**config.mk**
```make
export PLATFORM = sky130hd
export DESIGN_NAME = stim_port_decoder
export DESIGN_NICKNAME = d
export VERILOG_FILES = /design/src/rtl/stim_pkg.sv /design/src/rtl/stim_offset_decode.sv /design/src/rtl/stim_write_check.sv /design/src/rtl/stim_port_decoder.sv
export SDC_FILE = /design/constraint.sdc
export NUM_CORES = 1
export LEC_CHECK = 0
export ABC_AREA = 1
export BUFFER_PORTS_ARGS = -buffer_cell sky130_fd_sc_hd__clkbuf_2
export CAP_MARGIN = 20
export CORE_ASPECT_RATIO = 2
export CORE_UTILIZATION = 34
export DETAILED_ROUTE_END_ITERATION = 10
export GPL_TIMING_DRIVEN = 1
export SYNTH_ARGS = -nofsm -noshare
export SYNTH_HDL_FRONTEND = slang
export SYNTH_SLANG_ARGS = --single-unit
export TNS_END_PERCENT = 10
```
**constraint.sdc**
```tcl
create_clock -name clk -period 3.55 [get_ports clk]
set_input_delay 0.71 -clock clk [delete_from_list [all_inputs] [get_ports clk]]
set_output_delay 0.71 -clock clk [all_outputs]
set_load 0.05 [all_outputs]
```
**src/rtl/stim_pkg.sv**
```systemverilog
package stim_pkg;
    localparam int WIN_BITS   = 8;
    localparam int LANE_PORTS = 32;

    typedef enum logic [1:0] {
        PK_DATA = 2'd0,
        PK_FLAG = 2'd1,
        PK_TRIG = 2'd2
    } pkt_kind_e;

    typedef enum logic {
        ST_EMPTY = 1'b0,
        ST_FULL  = 1'b1
    } stage_state_e;
endpackage

```
**src/rtl/stim_offset_decode.sv**
```systemverilog
module stim_offset_decode
    import stim_pkg::*;
(
    input  logic [WIN_BITS-1:0] offset,
    output logic                known,
    output pkt_kind_e           kind,
    output logic                ts,
    output logic                guar
);
    always_comb begin
        known = 1'b1;
        kind  = PK_DATA;
        unique case (offset[6:4])
            3'b001:  kind = PK_DATA;
            3'b110:  kind = PK_FLAG;
            3'b111:  kind = PK_TRIG;
            default: known = 1'b0;
        endcase
        if (offset[2:0] != 3'b000) begin
            known = 1'b0;
        end
        // option bits are active when cleared
        ts   = ~offset[3];
        guar = ~offset[7];
    end
endmodule

```
**src/rtl/stim_write_check.sv**
```systemverilog
module stim_write_check
    import stim_pkg::*;
#(
    parameter int CH_W   = 8,
    parameter int DATA_W = 64,
    parameter int FUND64 = 1
) (
    input  logic [CH_W-1:0]   chan,
    input  logic [CH_W:0]     num_ports,
    input  logic [LANE_PORTS-1:0] port_en,
    input  logic [1:0]        size,
    input  pkt_kind_e         kind,
    input  logic [DATA_W-1:0] data,
    output logic              size_ok,
    output logic              port_ok,
    output logic              range_ok,
    output logic [DATA_W-1:0] pay,
    output logic [1:0]        pay_size
);
    localparam int NB = DATA_W / 8;

    logic [4:0] lane;
    logic [3:0] nbytes;

    generate
        if (FUND64 != 0) begin : g_wide
            assign size_ok = 1'b1;
        end else begin : g_narrow
            assign size_ok = (size != 2'd3);
        end
    endgenerate

    assign lane     = 5'(chan);
    assign port_ok  = port_en[lane];
    assign range_ok = ({1'b0, chan} < num_ports);
    assign pay_size = (kind == PK_FLAG) ? 2'd0 : size;
    assign nbytes   = 4'd1 << pay_size;

    generate
        for (genvar b = 0; b < NB; b++) begin : g_lane
            assign pay[8*b +: 8] = (4'(b) < nbytes) ? data[8*b +: 8] : 8'h00;
        end
    endgenerate
endmodule

```
**src/rtl/stim_port_decoder.sv**
```systemverilog
module stim_port_decoder
    import stim_pkg::*;
#(
    parameter int  ADDR_W = 16,
    parameter int  FUND64 = 1,
    localparam int CH_W   = ADDR_W - WIN_BITS,
    localparam int DATA_W = (FUND64 != 0) ? 64 : 32
) (
    input  logic              clk,
    input  logic              rst_n,
    input  logic              wr_valid,
    output logic              wr_ready,
    input  logic [ADDR_W-1:0] wr_addr,
    input  logic [DATA_W-1:0] wr_data,
    input  logic [1:0]        wr_size,
    input  logic [31:0]       port_en,
    input  logic [CH_W:0]     cfg_num_ports,
    output logic              pkt_valid,
    input  logic              pkt_ready,
    output logic [CH_W-1:0]   pkt_chan,
    output logic [1:0]        pkt_kind,
    output logic              pkt_ts,
    output logic              pkt_guar,
    output logic [DATA_W-1:0] pkt_data,
    output logic [1:0]        pkt_size,
    output logic              err_sticky
);
    stage_state_e state, state_nx;

    logic [CH_W-1:0]   w_chan;
    logic              w_known, w_ts, w_guar;
    pkt_kind_e         w_kind;
    logic              w_size_ok, w_port_ok, w_range_ok;
    logic [DATA_W-1:0] w_pay;
    logic [1:0]        w_pay_size;
    logic              take, good, drop;
    pkt_kind_e         kind_q;

    assign w_chan = wr_addr[ADDR_W-1:WIN_BITS];

    stim_offset_decode u_dec (
        .offset (wr_addr[WIN_BITS-1:0]),
        .known  (w_known),
        .kind   (w_kind),
        .ts     (w_ts),
        .guar   (w_guar)
    );

    stim_write_check #(
        .CH_W   (CH_W),
        .DATA_W (DATA_W),
        .FUND64 (FUND64)
    ) u_chk_w (
        .chan      (w_chan),
        .num_ports (cfg_num_ports),
        .port_en   (port_en),
        .size      (wr_size),
        .kind      (w_kind),
        .data      (wr_data),
        .size_ok   (w_size_ok),
        .port_ok   (w_port_ok),
        .range_ok  (w_range_ok),
        .pay       (w_pay),
        .pay_size  (w_pay_size)
    );

    assign wr_ready  = (state == ST_EMPTY) || pkt_ready;
    assign take      = wr_valid && wr_ready;
    assign good      = take && w_known && w_size_ok && w_port_ok && w_range_ok;
    assign drop      = take && !good;
    assign pkt_valid = (state == ST_FULL);
    assign pkt_kind  = kind_q;

    // next state: LOAD, DRAIN, REFILL, STALL
    always_comb begin
        state_nx = state;
        unique case (state)
            ST_EMPTY: if (good) state_nx = ST_FULL;
            ST_FULL:  if (pkt_ready && !good) state_nx = ST_EMPTY;
        endcase
    end

    always_ff @(posedge clk) begin
        if (!rst_n) state <= ST_EMPTY;
        else        state <= state_nx;
    end

    always_ff @(posedge clk) begin
        if (!rst_n) begin
            pkt_chan   <= '0;
            kind_q     <= PK_DATA;
            pkt_ts     <= 1'b0;
            pkt_guar   <= 1'b0;
            pkt_data   <= '0;
            pkt_size   <= 2'd0;
            err_sticky <= 1'b0;
        end else begin
            if (good) begin
                pkt_chan <= w_chan;
                kind_q   <= w_kind;
                pkt_ts   <= w_ts;
                pkt_guar <= w_guar;
                pkt_data <= w_pay;
                pkt_size <= w_pay_size;
            end
            if (drop) err_sticky <= 1'b1;
        end
    end
endmodule

```
==> metrics, run 1 <==
max_slew headroom=0.4595; register area share after synthesis=0.3896; cell family contributing the most delay on the critical path=buffers and inverters; Peak VDD IR=~0.00023 V; largest net degree at the start of global routing=77; # IOs=about 210; Die X=79.75 µm; CTS Buf Count=9; Clock Latency Late Sink=about 0.33 ns; Tot GR Track Use=0.2068; Port Buf Inserts=207; CTS Root Cell=clkbuf_16; Inst Count DP=948; WL final=13210 µm; Mapped Nets=771; Post-synth EDFFs=0; HPWL after DPL=between 9000 and 10000 µm; die height=around 160 µm; die area=between 10000 and 15000 µm²; Initial DRC Count=208; first-pass GRT wire length=20130 µm; Max Slew Vio Count=0; Starting Density=0.3492; Final Hold Viols=0; maximum fanout along the worst path=76; post-synth top area cell=dfxtp_1; Critical Path RT=about 3.8 ns; layout cells sized above 1=0.2889; Synth Instances=637; Peak Freq=a little under 400 MHz; # fillers=1284; Final setup viols=0; Post-Synthesis Cell Area=approximately 4100 µm²; row count=56; vias per inst=4.898; fin crit share=0.7230; number of global-route vias before repair=4291; Yosys reg bits=80; DRT Pass-1 Iters=5; Post-CTS Setup Inserts=0; ordered list of cells on the worst path=clkbuf_2 > ha_1 > nand2_1 > inv_1 > nand2_1 > nand2_1 > nand2_1 > nand2_1 > nand2_1 > nand2_1 > a21oi_4 > buf_4 > nand4_1 > a21oi_1; Async SR Flop Fraction=0; Worst-Margin Slew=approximately 0.8 ns; CP Launch Type=primary input; Worst Setup Path Type=primary input to register; min Tclk post-route=2.567 ns; Post-CTS Hold Fix Bufs=0; Max Cap Viol=0; P&R area growth vs syn=33.24%; CP Capture Type=register; Top FF cell, synth=dfxtp_1; mean post-synth cell area=6.452 µm²; n_diodes=0; Reg clk slew, reported paths=0.06 ns; post-CTS sizing=0; DRC Markers=0; WP data arrival=2.82 ns; Placement Cell Area=5152 µm²; H-tree depth=3; most frequent cell after synthesis=nand2_1; Max Clock Skew=0.004183 ns; Sum Neg Setup Slack=0 ns; synth cell count leaders=172 x nand2_1, 141 x nor2_1, 80 x dfxtp_1; initial antenna violation count=0; Yosys Warn Count=0; Post-DRT Antenna Nets=0; CTS Buffer Depth=2; CTS tree=yes; nets=948; hold_ws=0.4637 ns; Worst path max stage delay=slightly above 0.6 ns; Post-Layout Inst Area=5477 µm²; Hold Path Class=register to register; Remaining Overflow, GRT=0; pre-CTS setup slack=between 0.6 and 0.7 ns; status=completed; RSZ-0062 raised after global routing=no; clock sink total=80; slowest stage cell, crit path=buf_4; Non-Filler Instances=roughly 960; Vias=4712; top cell type's share of synthesized area=0.3896; Core Area=~12000 µm²; leakage power=0.002847 µW; wire per inst=between 10 and 15 µm; gp weighted congestion=0.7840; Cell Pwr Density=between 400 and 500 nW/µm²; final setup margin=0.9833 ns; largest cells by area after synthesis=dfxtp_1 39%, nand2_1 16%, nor2_1 13%, nand4_1 11%, inv_1 4.6%; Netlist cell types=22; Bufs and invs on worst path=3; cell mode on critical path=nand2_1
[final timing paths]
check / startpoint / to / slack, ns / depth (start not counted)
worst max-delay path: wr_addr[9] / pkt_data[23] / 0.98 / 14
worst min-delay path: err_sticky / err_sticky / 0.46 / 2
worst max register to register: pkt_valid / pkt_data[23] / 1.23 / 6
worst min register to register: err_sticky / err_sticky / 0.46 / 2
[registers in the layout, indices dropped and copies added (netlist names)]
register    cells
pkt_data       64
pkt_kind        2
err_sticky      1
pkt_ts          1
pkt_guar        1
pkt_size        2
pkt_chan        8
pkt_valid       1
[final cells by class]
| cell class | count | area, µm² | area share |
|---|---|---|---|
| sequential | 80 | 1602 | 0.2924 |
| timing repair buffer | 215 | 1109 | 0.2024 |
| multi-input combinational | 454 | 2056 | 0.3754 |
| inverter | 54 | 205.2 | 0.03747 |
| clock inverter | 4 | 95.09 | 0.01736 |
| tap | 145 | 181.4 | 0.03313 |
| clock buffer | 10 | 229.0 | 0.04181 |
[worst reg2reg max path, stage by stage, from the launching register on]
cell       delay (ns)
dfxtp_1          0.32
a21boi_0         0.45
o2111ai_1        0.26
a21oi_4          0.18
buf_4            0.61
nand4_1          0.23
a21oi_1          0.20
[cells by family after synthesis]
logic type	share of synthesized area
AND/OR/NAND/NOR	0.4417
buffers and inverters	0.1114
flip-flops	0.3897
AO/OA/AOI/OAI	0.03592
adder cells (fa/ha/maj)	0.02131
[power breakdown]
part           total (µW)  switching, µW  internal [µW]
sequential            913           5.42            907
clock                1040            357            678
combinational         318            211            107
[per-layer routing]
metal  GRT usage  vias up  share of wire
met3     0.04754       21          0.066
met4     0.09099        0          0.026
met5           0        -              0
li1            -     2396              -
met2      0.3801      185           0.53
met1      0.2186     2110           0.38
[cells in the final DEF, fill, tap and decap left out]
cell,n
nand2_1,171
o2111ai_1,1
inv_4,1
clkinv_2,1
bufinv_16,3
nand3_1,30
buf_4,7
clkinv_1,1
nor2_2,1
nand3_2,1
nor2_1,140
a21oi_1,23
nand4_1,75
a21boi_0,1
inv_1,50
nand2_2,2
inv_2,2
dfxtp_1,80
a21oi_4,1
buf_12,1
ha_1,7
clkbuf_16,9
clkbuf_1,1
nor3_1,1
clkbuf_2,207
[through the flow]
stage	utilization	total power [µW]
final	0.4652	2267
after global routing	0.4652	2363
after CTS	0.4652	2290
after detailed placement	0.4377	1252
after global placement	0.4377	1247
after floorplan	-	1131
Note: power is estimated with default switching activity, not from simulation.
==> run 2, diff against run 1 <==
Clock period 3.55 ns to 2.7 ns, I/O delays scaled along.
==> run 2 against run 1 <==
Worst hold slack better by 0.0017 ns. Power grew 26%. Final cell count up 0.83%. First-iteration DRC count decreased by 12%. Via count rose by 1.0%. Core utilization increased by 0.29 points. Global-route usage is 0.61 points higher. Count of clock-buffer cells in the layout grew 2. Sequential power up 31%. Clock power rose by 18%. Register-to-register slack got worse by 0.44 ns. Critical path type unchanged. Largest power group unchanged.
==> metrics, run 2 (synthesis gave the netlist of run 1 again) <==
die height=157.5 µm (unchanged); n_diodes=0 (unchanged); Post-CTS Hold Fix Bufs=0 (unchanged); Reg clk slew, reported paths=0.06 ns (about the same); pre-CTS setup slack=0.2717 ns (-0.3654 ns); post-layout util=0.4681 (+0.002870); wire per inst=13.99 µm (+1.9%); CTS tree=yes; Sum Neg Setup Slack=0 ns (unchanged); Worst-Margin Slew=0.6604 ns (-0.1503 ns); DRC Markers=0 (unchanged); Post-DRT Antenna Nets=0 (unchanged); final setup margin=0.5945 ns (-0.3887 ns); Tot GR Track Use=0.2130 (+0.006149); Starting Density=0.3492 (unchanged); Core Area=11770 µm² (unchanged); status=completed; clock sink total=80 (unchanged); Clock Latency Late Sink=0.33 ns (about the same); layout cells sized above 1=0.2945 (+0.005684); DRT Pass-1 Iters=4 (-1); row count=56 (unchanged); RSZ-0062 raised after global routing=no; Non-Filler Instances=970 (+0.83%); CP Launch Type=primary input; Max Slew Vio Count=0 (unchanged); leading cell type in the layout, fill and taps excluded=clkbuf_2; gp weighted congestion=0.7808 (-0.41%); Final Hold Viols=0 (unchanged); die area=12560 µm² (unchanged); Most flops, register=pkt_data; Port Buf Inserts=207 (unchanged); Inst Count DP=954 (+0.63%); maximum fanout along the worst path=34 (-55%); Die X=79.75 µm (unchanged); max_slew headroom=0.5592 (+0.09974); Max Cap Viol=0 (unchanged); Initial DRC Count=183 (-12%); leakage power=0.002859 µW (+0.41%); post-CTS sizing=0 (unchanged); number of global-route vias before repair=4466 (+4.1%); Post-CTS Setup Inserts=0 (unchanged); CTS Root Cell=clkbuf_16; Peak Freq=about 470 MHz; HPWL after DPL=9987 µm (+7.0%); Vias=4760 (+1.0%); Peak VDD IR=0.0003615 V (+59%); largest net degree at the start of global routing=56 (-27%); CTS Buffer Depth=2 (unchanged); max reg flops=64 (unchanged); P&R area growth vs syn=34.06%; min Tclk post-route=2.105 ns; vias per inst=4.907 (+0.19%); Overall Power=2857 µW (+26%); Remaining Overflow, GRT=0 (unchanged); Hold Path Class=register to register; Cell Pwr Density=518.5 nW/µm² (+25%); CP Capture Type=register; most frequent cells in the layout=207 x clkbuf_2, 171 x nand2_1, 140 x nor2_1; H-tree depth=3 (unchanged); biggest regs=pkt_data: 64 flops, pkt_chan: 8 flops; Worst Setup Path Type=primary input to register; first-pass GRT wire length=20940 µm (+4.0%); Final setup viols=0 (unchanged); # IOs=208 (unchanged); fin crit share=0.7798; Critical Path RT=2.92 ns (-0.88 ns); initial antenna violation count=0 (unchanged); WL final=13570 µm (+2.7%); nets=954 (+0.63%); CTS Buf Count=9 (unchanged); # fillers=1264 (-1.6%); Max Clock Skew=0.008081 ns (+0.003898 ns); WP data arrival=2.32 ns (-0.50 ns)
[run 2: path summary, 6_finish.rpt]
kind | startpoint | endpoint | slack, ns | depth (start not counted)
max | wr_addr[8] | pkt_data[58] | 0.59 | 12
max reg2reg | pkt_valid | pkt_chan[6] | 0.79 | 8
min | pkt_size[1] | pkt_size[1] | 0.47 | 2
min reg2reg | pkt_size[1] | pkt_size[1] | 0.47 | 2
[run 2: final cells by class]
cell class	count	area (µm²)	area share
well taps	145	181.4	0.03292
repair buffers	221	1166	0.2116
inverters	54	205.2	0.03724
multi-input cells	454	2056	0.3731
clock buffers	12	246.5	0.04473
clock inverters	4	53.80	0.009764
flip-flops and latches	80	1602	0.2906
[run 2: metrics by stage]
stage          instance area, µm²  hold slack, ns
4_1_cts                      5510          0.4645
2_1_floorplan                4110          0.6670
6_report                     5510          0.4654
3_3_place_gp                 5210          0.4491
3_5_place_dp                 5210          0.4529
5_1_grt                      5510          0.4879
[run 2: routing by layer]
| layer | GRT usage | up-vias | share of wire |
|---|---|---|---|
| li1 | - | 2403 | - |
| met1 | 0.2345 | 2154 | 0.41 |
| met2 | 0.3928 | 183 | 0.52 |
| met3 | 0.04000 | 20 | 0.056 |
| met4 | 0.08163 | 0 | 0.019 |
| met5 | 0 | - | 0 |
[run 2: power breakdown]
part | total (µW) | internal (µW) | switching [µW]
sequential | 1200 | 1190 | 7.50
combinational | 430 | 149 | 281
clock | 1230 | 744 | 483
[run 2: worst max-delay path, cell delays in order]
cell	delay [ns]
clkbuf_2	0.24
inv_4	0.23
nand2_1	0.07
nand3_1	0.12
nand3_1	0.10
nand3_1	0.09
nand2_1	0.06
nand2_2	0.14
buf_4	0.37
nand4_1	0.16
nand2_1	0.10
nor2_1	0.06
